===== config.mk =====
export PLATFORM = sky130hd
export DESIGN_NAME = hzi_interlock
export DESIGN_NICKNAME = d
export VERILOG_FILES = /design/src/rtl/hzi_pkg.sv /design/src/rtl/hzi_stage_cmp.sv /design/src/rtl/hzi_run_gate.sv /design/src/rtl/hzi_interlock.sv
export SDC_FILE = /design/constraint.sdc
export NUM_CORES = 1
export LEC_CHECK = 0
export BUFFER_PORTS_ARGS = -buffer_cell sky130_fd_sc_hd__buf_2
export CORE_AREA = 2 2 39 41
export CTS_CLUSTER_DIAMETER = 150
export DETAILED_ROUTE_END_ITERATION = 12
export DIE_AREA = 0 0 41 43
export HOLD_SLACK_MARGIN = 0.08
export PLACE_DENSITY = 0.72
export SYNTH_ARGS = -nofsm -noshare
export SYNTH_HDL_FRONTEND = slang
export SYNTH_SLANG_ARGS = --single-unit

===== constraint.sdc =====
create_clock -name clk_i -period 1.8 [get_ports clk_i]
set_input_delay 0.27 -clock clk_i [delete_from_list [all_inputs] [get_ports clk_i]]
set_output_delay 0.27 -clock clk_i [all_outputs]
set_load 0.03 [all_outputs]

===== src/rtl/hzi_pkg.sv =====
package hzi_pkg;

   typedef enum logic [1:0] {
      CLS_ALU    = 2'd0,
      CLS_LOAD   = 2'd1,
      CLS_STORE  = 2'd2,
      CLS_BRANCH = 2'd3
   } op_cls_e;

   function automatic logic cls_writes_reg(op_cls_e c);
      return (c == CLS_ALU) || (c == CLS_LOAD);
   endfunction

endpackage


===== src/rtl/hzi_stage_cmp.sv =====
module hzi_stage_cmp
   import hzi_pkg::*;
#(
   parameter int REG_AW         = 5,
   parameter int NUM_SRC        = 2,
   parameter bit ZERO_HARDWIRED = 1'b1
) (
   input  logic [NUM_SRC*REG_AW-1:0] src_i,
   input  logic [REG_AW-1:0]         dst_i,
   input  logic                      wen_i,
   input  op_cls_e                   cls_i,
   output logic                      hit_o
);

   logic               live_write;
   logic               dst_live;
   logic [NUM_SRC-1:0] src_eq;

   assign live_write = wen_i && cls_writes_reg(cls_i);

   generate
      if (ZERO_HARDWIRED) begin : g_zero_fixed
         assign dst_live = |dst_i;
      end else begin : g_zero_plain
         assign dst_live = 1'b1;
      end

      for (genvar s = 0; s < NUM_SRC; s++) begin : g_src
         assign src_eq[s] = (src_i[s*REG_AW +: REG_AW] == dst_i);
      end
   endgenerate

   assign hit_o = live_write && dst_live && (|src_eq);

   // non-writing classes stay silent; R4: register 0 never matches
   always_comb begin
      if (cls_i == CLS_STORE || cls_i == CLS_BRANCH)
         p_nonwriter_silent_r3: assert (!hit_o);
      if (ZERO_HARDWIRED && dst_i == '0)
         p_zero_never_hits_r4: assert (!hit_o);
   end

endmodule


===== src/rtl/hzi_run_gate.sv =====
module hzi_run_gate (
   input  logic clk_i,
   input  logic rst_i,
   output logic run_o
);

   logic run_q;

   always_ff @(posedge clk_i) begin
      if (rst_i) run_q <= 1'b0;
      else       run_q <= 1'b1;
   end

   assign run_o = run_q;

endmodule


===== src/rtl/hzi_interlock.sv =====
module hzi_interlock
   import hzi_pkg::*;
#(
   parameter int REG_AW         = 5,
   parameter int NUM_SRC        = 2,
   parameter bit ZERO_HARDWIRED = 1'b1
) (
   input  logic                      clk_i,
   input  logic                      rst_i,
   input  logic [NUM_SRC*REG_AW-1:0] id_src_i,
   input  logic                      id_branch_i,
   input  logic [REG_AW-1:0]         ex_dst_i,
   input  logic                      ex_wen_i,
   input  logic [1:0]                ex_cls_i,
   input  logic [REG_AW-1:0]         mem_dst_i,
   input  logic                      mem_wen_i,
   input  logic [1:0]                mem_cls_i,
   input  logic [REG_AW-1:0]         wb_dst_i,
   input  logic                      wb_wen_i,
   input  logic [1:0]                wb_cls_i,
   output logic                      freeze_o,
   output logic                      bubble_o,
   output logic                      squash_o
);

   localparam int NUM_STAGES = 3;

   generate
      if (REG_AW < 1 || REG_AW > 8) begin : g_bad_aw
         $error("hzi_interlock: REG_AW must lie in 1..8");
      end
      if (NUM_SRC < 1 || NUM_SRC > 4) begin : g_bad_src
         $error("hzi_interlock: NUM_SRC must lie in 1..4");
      end
   endgenerate

   logic [REG_AW-1:0]     st_dst [NUM_STAGES];
   logic                  st_wen [NUM_STAGES];
   op_cls_e               st_cls [NUM_STAGES];
   logic [NUM_STAGES-1:0] st_hit;
   logic                  hazard;
   logic                  run;

   assign st_dst[0] = ex_dst_i;
   assign st_wen[0] = ex_wen_i;
   assign st_cls[0] = op_cls_e'(ex_cls_i);
   assign st_dst[1] = mem_dst_i;
   assign st_wen[1] = mem_wen_i;
   assign st_cls[1] = op_cls_e'(mem_cls_i);
   assign st_dst[2] = wb_dst_i;
   assign st_wen[2] = wb_wen_i;
   assign st_cls[2] = op_cls_e'(wb_cls_i);

   generate
      for (genvar g = 0; g < NUM_STAGES; g++) begin : g_stage
         hzi_stage_cmp #(
            .REG_AW        (REG_AW),
            .NUM_SRC       (NUM_SRC),
            .ZERO_HARDWIRED(ZERO_HARDWIRED)
         ) u_cmp (
            .src_i (id_src_i),
            .dst_i (st_dst[g]),
            .wen_i (st_wen[g]),
            .cls_i (st_cls[g]),
            .hit_o (st_hit[g])
         );
      end
   endgenerate

   hzi_run_gate u_run (
      .clk_i (clk_i),
      .rst_i (rst_i),
      .run_o (run)
   );

   assign hazard   = |st_hit;
   assign freeze_o = !run || hazard;
   assign bubble_o = !run || hazard;
   assign squash_o = run && id_branch_i && !hazard;

   // a running freeze always has a live writer behind it
   p_freeze_has_writer_r1: assert property (@(posedge clk_i) disable iff (rst_i)
      (freeze_o && run) |-> (ex_wen_i || mem_wen_i || wb_wen_i));

   // squash only with a branch in decode
   p_squash_needs_branch_r6: assert property (@(posedge clk_i) disable iff (rst_i)
      squash_o |-> id_branch_i);

   // freeze and squash exclusive
   p_freeze_squash_excl_r7: assert property (@(posedge clk_i) disable iff (rst_i)
      !(freeze_o && squash_o));

   // first cycle out of reset is still frozen
   p_reset_exit_frozen_r8: assert property (@(posedge clk_i) disable iff (rst_i)
      $past(rst_i) |-> (freeze_o && bubble_o && !squash_o));

endmodule


==> impl_metrics.py, run 1 <==
metrics = {
    "timing": {
        "hold_viol": 0,
        "relSlewSlack_pct": 86.4,
        "maxClockFrequency_mhz": 566,
        "rsz0062_at_grt": "true",
        "maxSlewViolCount": 0,
        "fin_crit_sh_pct": 98.1,
        "worst_pin_slew_ps": 202,
        "post-route-min-period_ps": 1770,
        "setup_viol_count_final": 0,
    },
    "setup_path": {
        "worst_setup_path_end_kind": "output pin",
        "setup.worst_path.start": "ex_dst_i[2]",
        "crit_path_end": "squash_o",
        "timing.critical_path.from_type": "input pin",
        "critPathMaxFanout": 2,
        "worst_ep_required_time_ps": 1530,
        "worst-endpoint-arrival_ps": 1500,
        "critical_path_class": "in -> out",
    },
    "floorplan": {
        "die_width_um": 41,
        "floorplan.die_area_um2": 1760,
        "fp.coreArea_um2": 1380,
        "start_util_pct": 32.2,
        "die_height_um": 43,
        "fp-row-count": 14,
        "ioPinCount": 40,
    },
    "min_path": {
        "hold_path_class": "in -> reg",
    },
    "placement": {
        "final_gp_congestion": 0.836,
        "half_perimeter_wire_length_of_the_detailed_placement_result_um": 1170,
        "buffer_ports.inserted": 36,
    },
    "grt": {
        "antenna_violations_before_repair": 0,
        "grt_max_degree": 4,
        "grt_pass1_vias": 479,
        "first_pass_grt_wire_length_um": 1910,
        "globalRoute.totalOverflow": 0,
        "grt.total_usage_pct": 14.9,
    },
    "power_and_ir_drop": {
        "vdd_drop_max_v": 0.000120,
        "power_density_nw_per_um2": 266,
        "leakage_uw": 0.000333,
        "totalPowerFinal_uw": 199,
    },
    "status": {
        "outcome": "complete, no violations",
    },
    "route": {
        "dr.pass1.iters": 4,
        "detail-route-antenna-nets": 0,
        "drtIter0Drc": 4,
        "routed_wirelength_um": 1260,
        "via_per_inst": 4.65,
        "num_vias": 558,
        "drc": 0,
        "post_drt_wl_per_cell_um": 10.5,
    },
    "layout": {
        "post_route_cells_drive_above_1_share_pct": 50.0,
        "areaGrowthSynthToFinish_pct": 68.3,
        "layout_commonest_cell": "buf_2",
        "insertedDiodeCount": 0,
        "largest_reg_flops": 1,
        "layout_common_cells": "buf_2 (34), xnor2_1 (18), xor2_1 (12)",
        "fraction_of_the_core_area_covered_by_cells_at_the_end_of_the_flow_pct": 54.2,
        "num-nets-final": 143,
    },
    "clock_tree": {
        "cts-hold-fix-buffers": 0,
        "clk_transition_reported_paths_ps": 0,
    },
    "yosys": {
        "mappedNetlistNets": 97,
        "netlist_instances": 60,
        "syn_area_per_cell_um2": 7.42,
        "netlist-cell-type-count": 14,
        "synth-seq-cells": 1,
        "ys.warnings.count": 0,
        "syn-cell-area_um2": 445,
        "ys_seq_area_share_pct": 4.49,
    },
    "run": {
        "cap_violations": 0,
    },
}
cell families (layout without fill, tap and decap cells):
kind of cell | count (synthesis) | count (layout) | synth area share (%)
AND/OR/NAND/NOR | 24 | 24 | 30.6
XOR/XNOR | 30 | 30 | 59.0
buffers and inverters | 2 | 46 | 2.53
flip-flops | 1 | 1 | 4.49
AO/OA/AOI/OAI | 3 | 3 | 3.37
synthesized netlist by cell type:
cell | instances | share of area [%]
nand2_1 | 1 | 0.84
and4b_1 | 1 | 2.2
dfxtp_1 | 1 | 4.5
buf_4 | 1 | 1.7
nor3b_1 | 3 | 5.1
xor2_1 | 12 | 24
inv_1 | 1 | 0.84
nor2_1 | 3 | 2.5
o21ai_1 | 3 | 3.4
nand3_1 | 6 | 6.7
or4_1 | 3 | 5.1
nor3_1 | 6 | 6.7
xnor2_1 | 18 | 35
nand4_1 | 1 | 1.4
metal layers:
layer,up-vias,wire length (µm),GRT usage [%],share of wire (%)
li1,297,-,-,-
met5,-,0,0,0
met3,0,59,0,4.7
met2,16,663,26.6,53
met4,0,0,0,0
met1,245,540,20.3,43
how the worst min path moves through the flow:
stage	endpoint	cells past startpoint	from	slack (ps)
final	u_run.run_o$_DFF_P_	2	rst_i	430
after global routing	u_run.run_o$_DFF_P_	2	rst_i	430
after CTS	u_run.run_o$_DFF_P_	2	rst_i	430
after detailed placement	u_run.run_o$_DFF_P_	2	rst_i	430
after global placement	u_run.run_o$_DFF_P_	2	rst_i	420
after floorplan	u_run.run_o$_DFF_P_	1	rst_i	330
layout make-up:
cell class / instances / area, µm²
flip-flops and latches: 1 / 20.0
fillers: 149 / 634
inverters: 1 / 3.75
repair buffers: 45 / 260
well taps: 16 / 20.0
multi-input cells: 57 / 445
critical path, stage by stage:
cell     delay (ps)
buf_2           100
or4_4           540
nor2_4          120
nor3b_2          50
o21ai_2          60
and4b_1         230
buf_6           130
metrics by stage:
| step | std cells | hold WS (ps) | setup WS [ps] | area, µm² | TNS (ps) |
|---|---|---|---|---|---|
| 2_1_floorplan | 60 | 327 | -111 | 449 | -111 |
| 3_3_place_gp | 120 | 417 | -34.5 | 706 | -34.5 |
| 3_5_place_dp | 120 | 433 | -34.6 | 706 | -34.6 |
| 4_1_cts | 120 | 433 | 7.39 | 722 | 0 |
| 5_1_grt | 120 | 434 | -5.80 | 749 | -5.80 |
| 6_report | 120 | 431 | 33.6 | 749 | 0 |
repair_timing:
item,CTS,global route
pin swaps,4,4
cloned,0,0
buffers inserted,0,0
endpoints found under the hold margin,0,0
endpoints found under the setup margin,1,3
resized for setup,4,7
report_power, final:
part           switching (µW)  internal (µW)  leakage (µW)
Combinational            81.3           93.6      0.000324
Clock                       0              0             0
Sequential              0.543           23.8    0.00000844
No activity file was read; power rests on OpenSTA's default activity.
==> run 2, diff against run 1 <==
ABC_AREA = 1   (was unset)
CORE_AREA = unset   (was 2 2 39 41)
CORE_MARGIN = 1   (was unset)
CORE_UTILIZATION = 42   (was unset)
DIE_AREA = unset   (was 0 0 41 43)
PLACE_DENSITY = 0.78   (was 0.72)
==> impl_metrics.py, run 2 <==
metrics = {
    "setup_path": {
        "worst_ep_required_time_ps": 1530,
        "worst_setup_path_end_kind": "output pin",
        "critPathMaxFanout": 3,
        "critical_path_class": "in -> out",
        "timing.critical_path.from_type": "input pin",
        "worst-endpoint-arrival_ps": 1250,
    },
    "timing": {
        "setup_viol_count_final": 0,
        "totalNegativeSetupSlack_ps": 0,
        "post-route-min-period_ps": 1520,
        "maxSlewViolCount": 0,
        "worst_pin_slew_ps": 198,
        "maxClockFrequency_mhz": 659,
        "rsz0062_at_grt": "false",
        "relSlewSlack_pct": 86.7,
        "fin_crit_sh_pct": 84.3,
        "worst_slack_setup_final_ps": 283,
        "hold_viol": 0,
    },
    "grt": {
        "globalRoute.totalOverflow": 0,
        "antenna_violations_before_repair": 0,
        "grt_pass1_vias": 634,
        "grt_max_degree": 6,
        "grt.total_usage_pct": 20.4,
        "first_pass_grt_wire_length_um": 2380,
    },
    "yosys": {
        "post_synth_main_area_contributors": "nand2_1 (37%), inv_1 (15%), nor2_1 (11%)",
        "ys_async_sr_fraction_pct": 0,
        "synth-seq-cells": 1,
        "synth_enable_flop_cells": 0,
        "yosys-top-cells-count": "nand2_1 (63), inv_1 (26), nor2_1 (18)",
        "ys_seq_area_share_pct": 3.14,
        "post-synth-top-area-fraction_pct": 37.1,
        "mappedNetlistNets": 178,
        "netlist-cell-type-count": 15,
        "synthDominantAreaCellType": "nand2_1",
        "synth_most_common_cell": "nand2_1",
        "yosys_most_used_dff": "dfxtp_1",
        "syn-cell-area_um2": 637,
        "ys.warnings.count": 0,
        "syn_area_per_cell_um2": 4.52,
        "netlist_instances": 141,
    },
    "clock_tree": {
        "cts-hold-fix-buffers": 0,
        "post_cts.repair.setup_buffers": 0,
        "clk_transition_reported_paths_ps": 0,
        "post_cts.resized_instances": 0,
    },
    "layout": {
        "fill_cells": 150,
        "layout_common_cells": "nand2_1 (63), buf_2 (36), inv_1 (26)",
        "post_route_cells_drive_above_1_share_pct": 25.6,
        "largest_reg_flops": 1,
        "layout_commonest_cell": "nand2_1",
        "num-nets-final": 215,
        "areaGrowthSynthToFinish_pct": 30.1,
        "insertedDiodeCount": 0,
    },
    "placement": {
        "final_gp_congestion": 0.740,
        "detailedPlace.worstSlack_ps": 277,
        "buffer_ports.inserted": 36,
        "half_perimeter_wire_length_of_the_detailed_placement_result_um": 1420,
    },
    "route": {
        "detail-route-antenna-nets": 0,
        "via_per_inst": 4.41,
        "post_drt_wl_per_cell_um": 8.24,
        "drc": 0,
        "drtIter0Drc": 11,
        "routed_wirelength_um": 1570,
        "dr.pass1.iters": 4,
        "num_vias": 842,
    },
    "floorplan": {
        "start_util_pct": 47.2,
        "ioPinCount": 40,
        "die_width_um": 40.9,
        "die_height_um": 40.9,
        "fp-row-count": 13,
        "floorplan.die_area_um2": 1680,
        "fp.coreArea_um2": 1350,
    },
    "power_and_ir_drop": {
        "vdd_drop_max_v": 0.000137,
        "power_density_nw_per_um2": 245,
        "leakage_uw": 0.000601,
    },
    "min_path": {
        "hold_path_class": "in -> reg",
    },
    "run": {
        "cap_violations": 0,
    },
    "status": {
        "outcome": "complete, no violations",
    },
}
-- run 2: changes by cell type in the layout (fill, tap and decap cells not counted), moves of 4 or more --
cell,before,now
nand2_2,0,4
xor2_1,12,2
nand2_1,1,63
nand3_1,6,10
xnor2_1,18,6
inv_1,1,26
nor2_1,1,18
buf_4,9,0
-- run 2: cell type report --
class / count / area (µm²) / share of cell area [%]
Sequential cell: 1 / 20.0 / 2.42
Multi-Input combinational cell: 111 / 504 / 60.9
Timing Repair Buffer: 36 / 180 / 21.8
Tap cell: 15 / 18.8 / 2.27
Inverter: 28 / 105 / 12.7
-- run 2: final timing paths --
check / startpoint / end / slack, ps / cells after the start
setup / recovery: mem_dst_i[3] / squash_o / 280 / 9
hold / removal: rst_i / u_run.run_o$_DFF_P_ / 420 / 2
-- run 2: metrics by stage --
step	area, µm²	hold WS [ps]	power (µW)	util, %	std cells
after CTS	828	422	204	61.4	191
after detailed placement	828	420	203	61.4	191
after global placement	828	418	199	61.4	191
final	828	421	203	61.4	191
after floorplan	637	327	130	-	141
after global routing	828	446	230	61.4	191
-- run 2: layer usage --
| metal | vias up | track usage (%) | routed length [µm] |
|---|---|---|---|
| met4 | 0 | 0 | 0 |
| met3 | 0 | 0 | 79 |
| met2 | 23 | 38.3 | 757 |
| met1 | 335 | 27.2 | 738 |
| li1 | 484 | - | - |
| met5 | - | 0 | 0 |
-- run 2: kinds of logic after synthesis --
family	count (synthesis)	synth area share (%)
xor+xnor	8	11.0
buf+inv	29	17.7
simple gates	103	68.2
flops	1	3.14
-- run 2: where the power goes --
part / total (µW) / internal, µW / switching (µW)
registers: 24.5 / 23.8 / 0.604
logic: 179 / 75.0 / 103
clock network: 0 / 0 / 0
-- run 2: worst max-delay path, stage by stage --
cell and delay, ps:
buf_2 130, nor3_1 220, nand3_1 100, nand3b_1 90, inv_1 50, nand2_2 70
nand3_2 60, nor2_2 60, buf_2 190
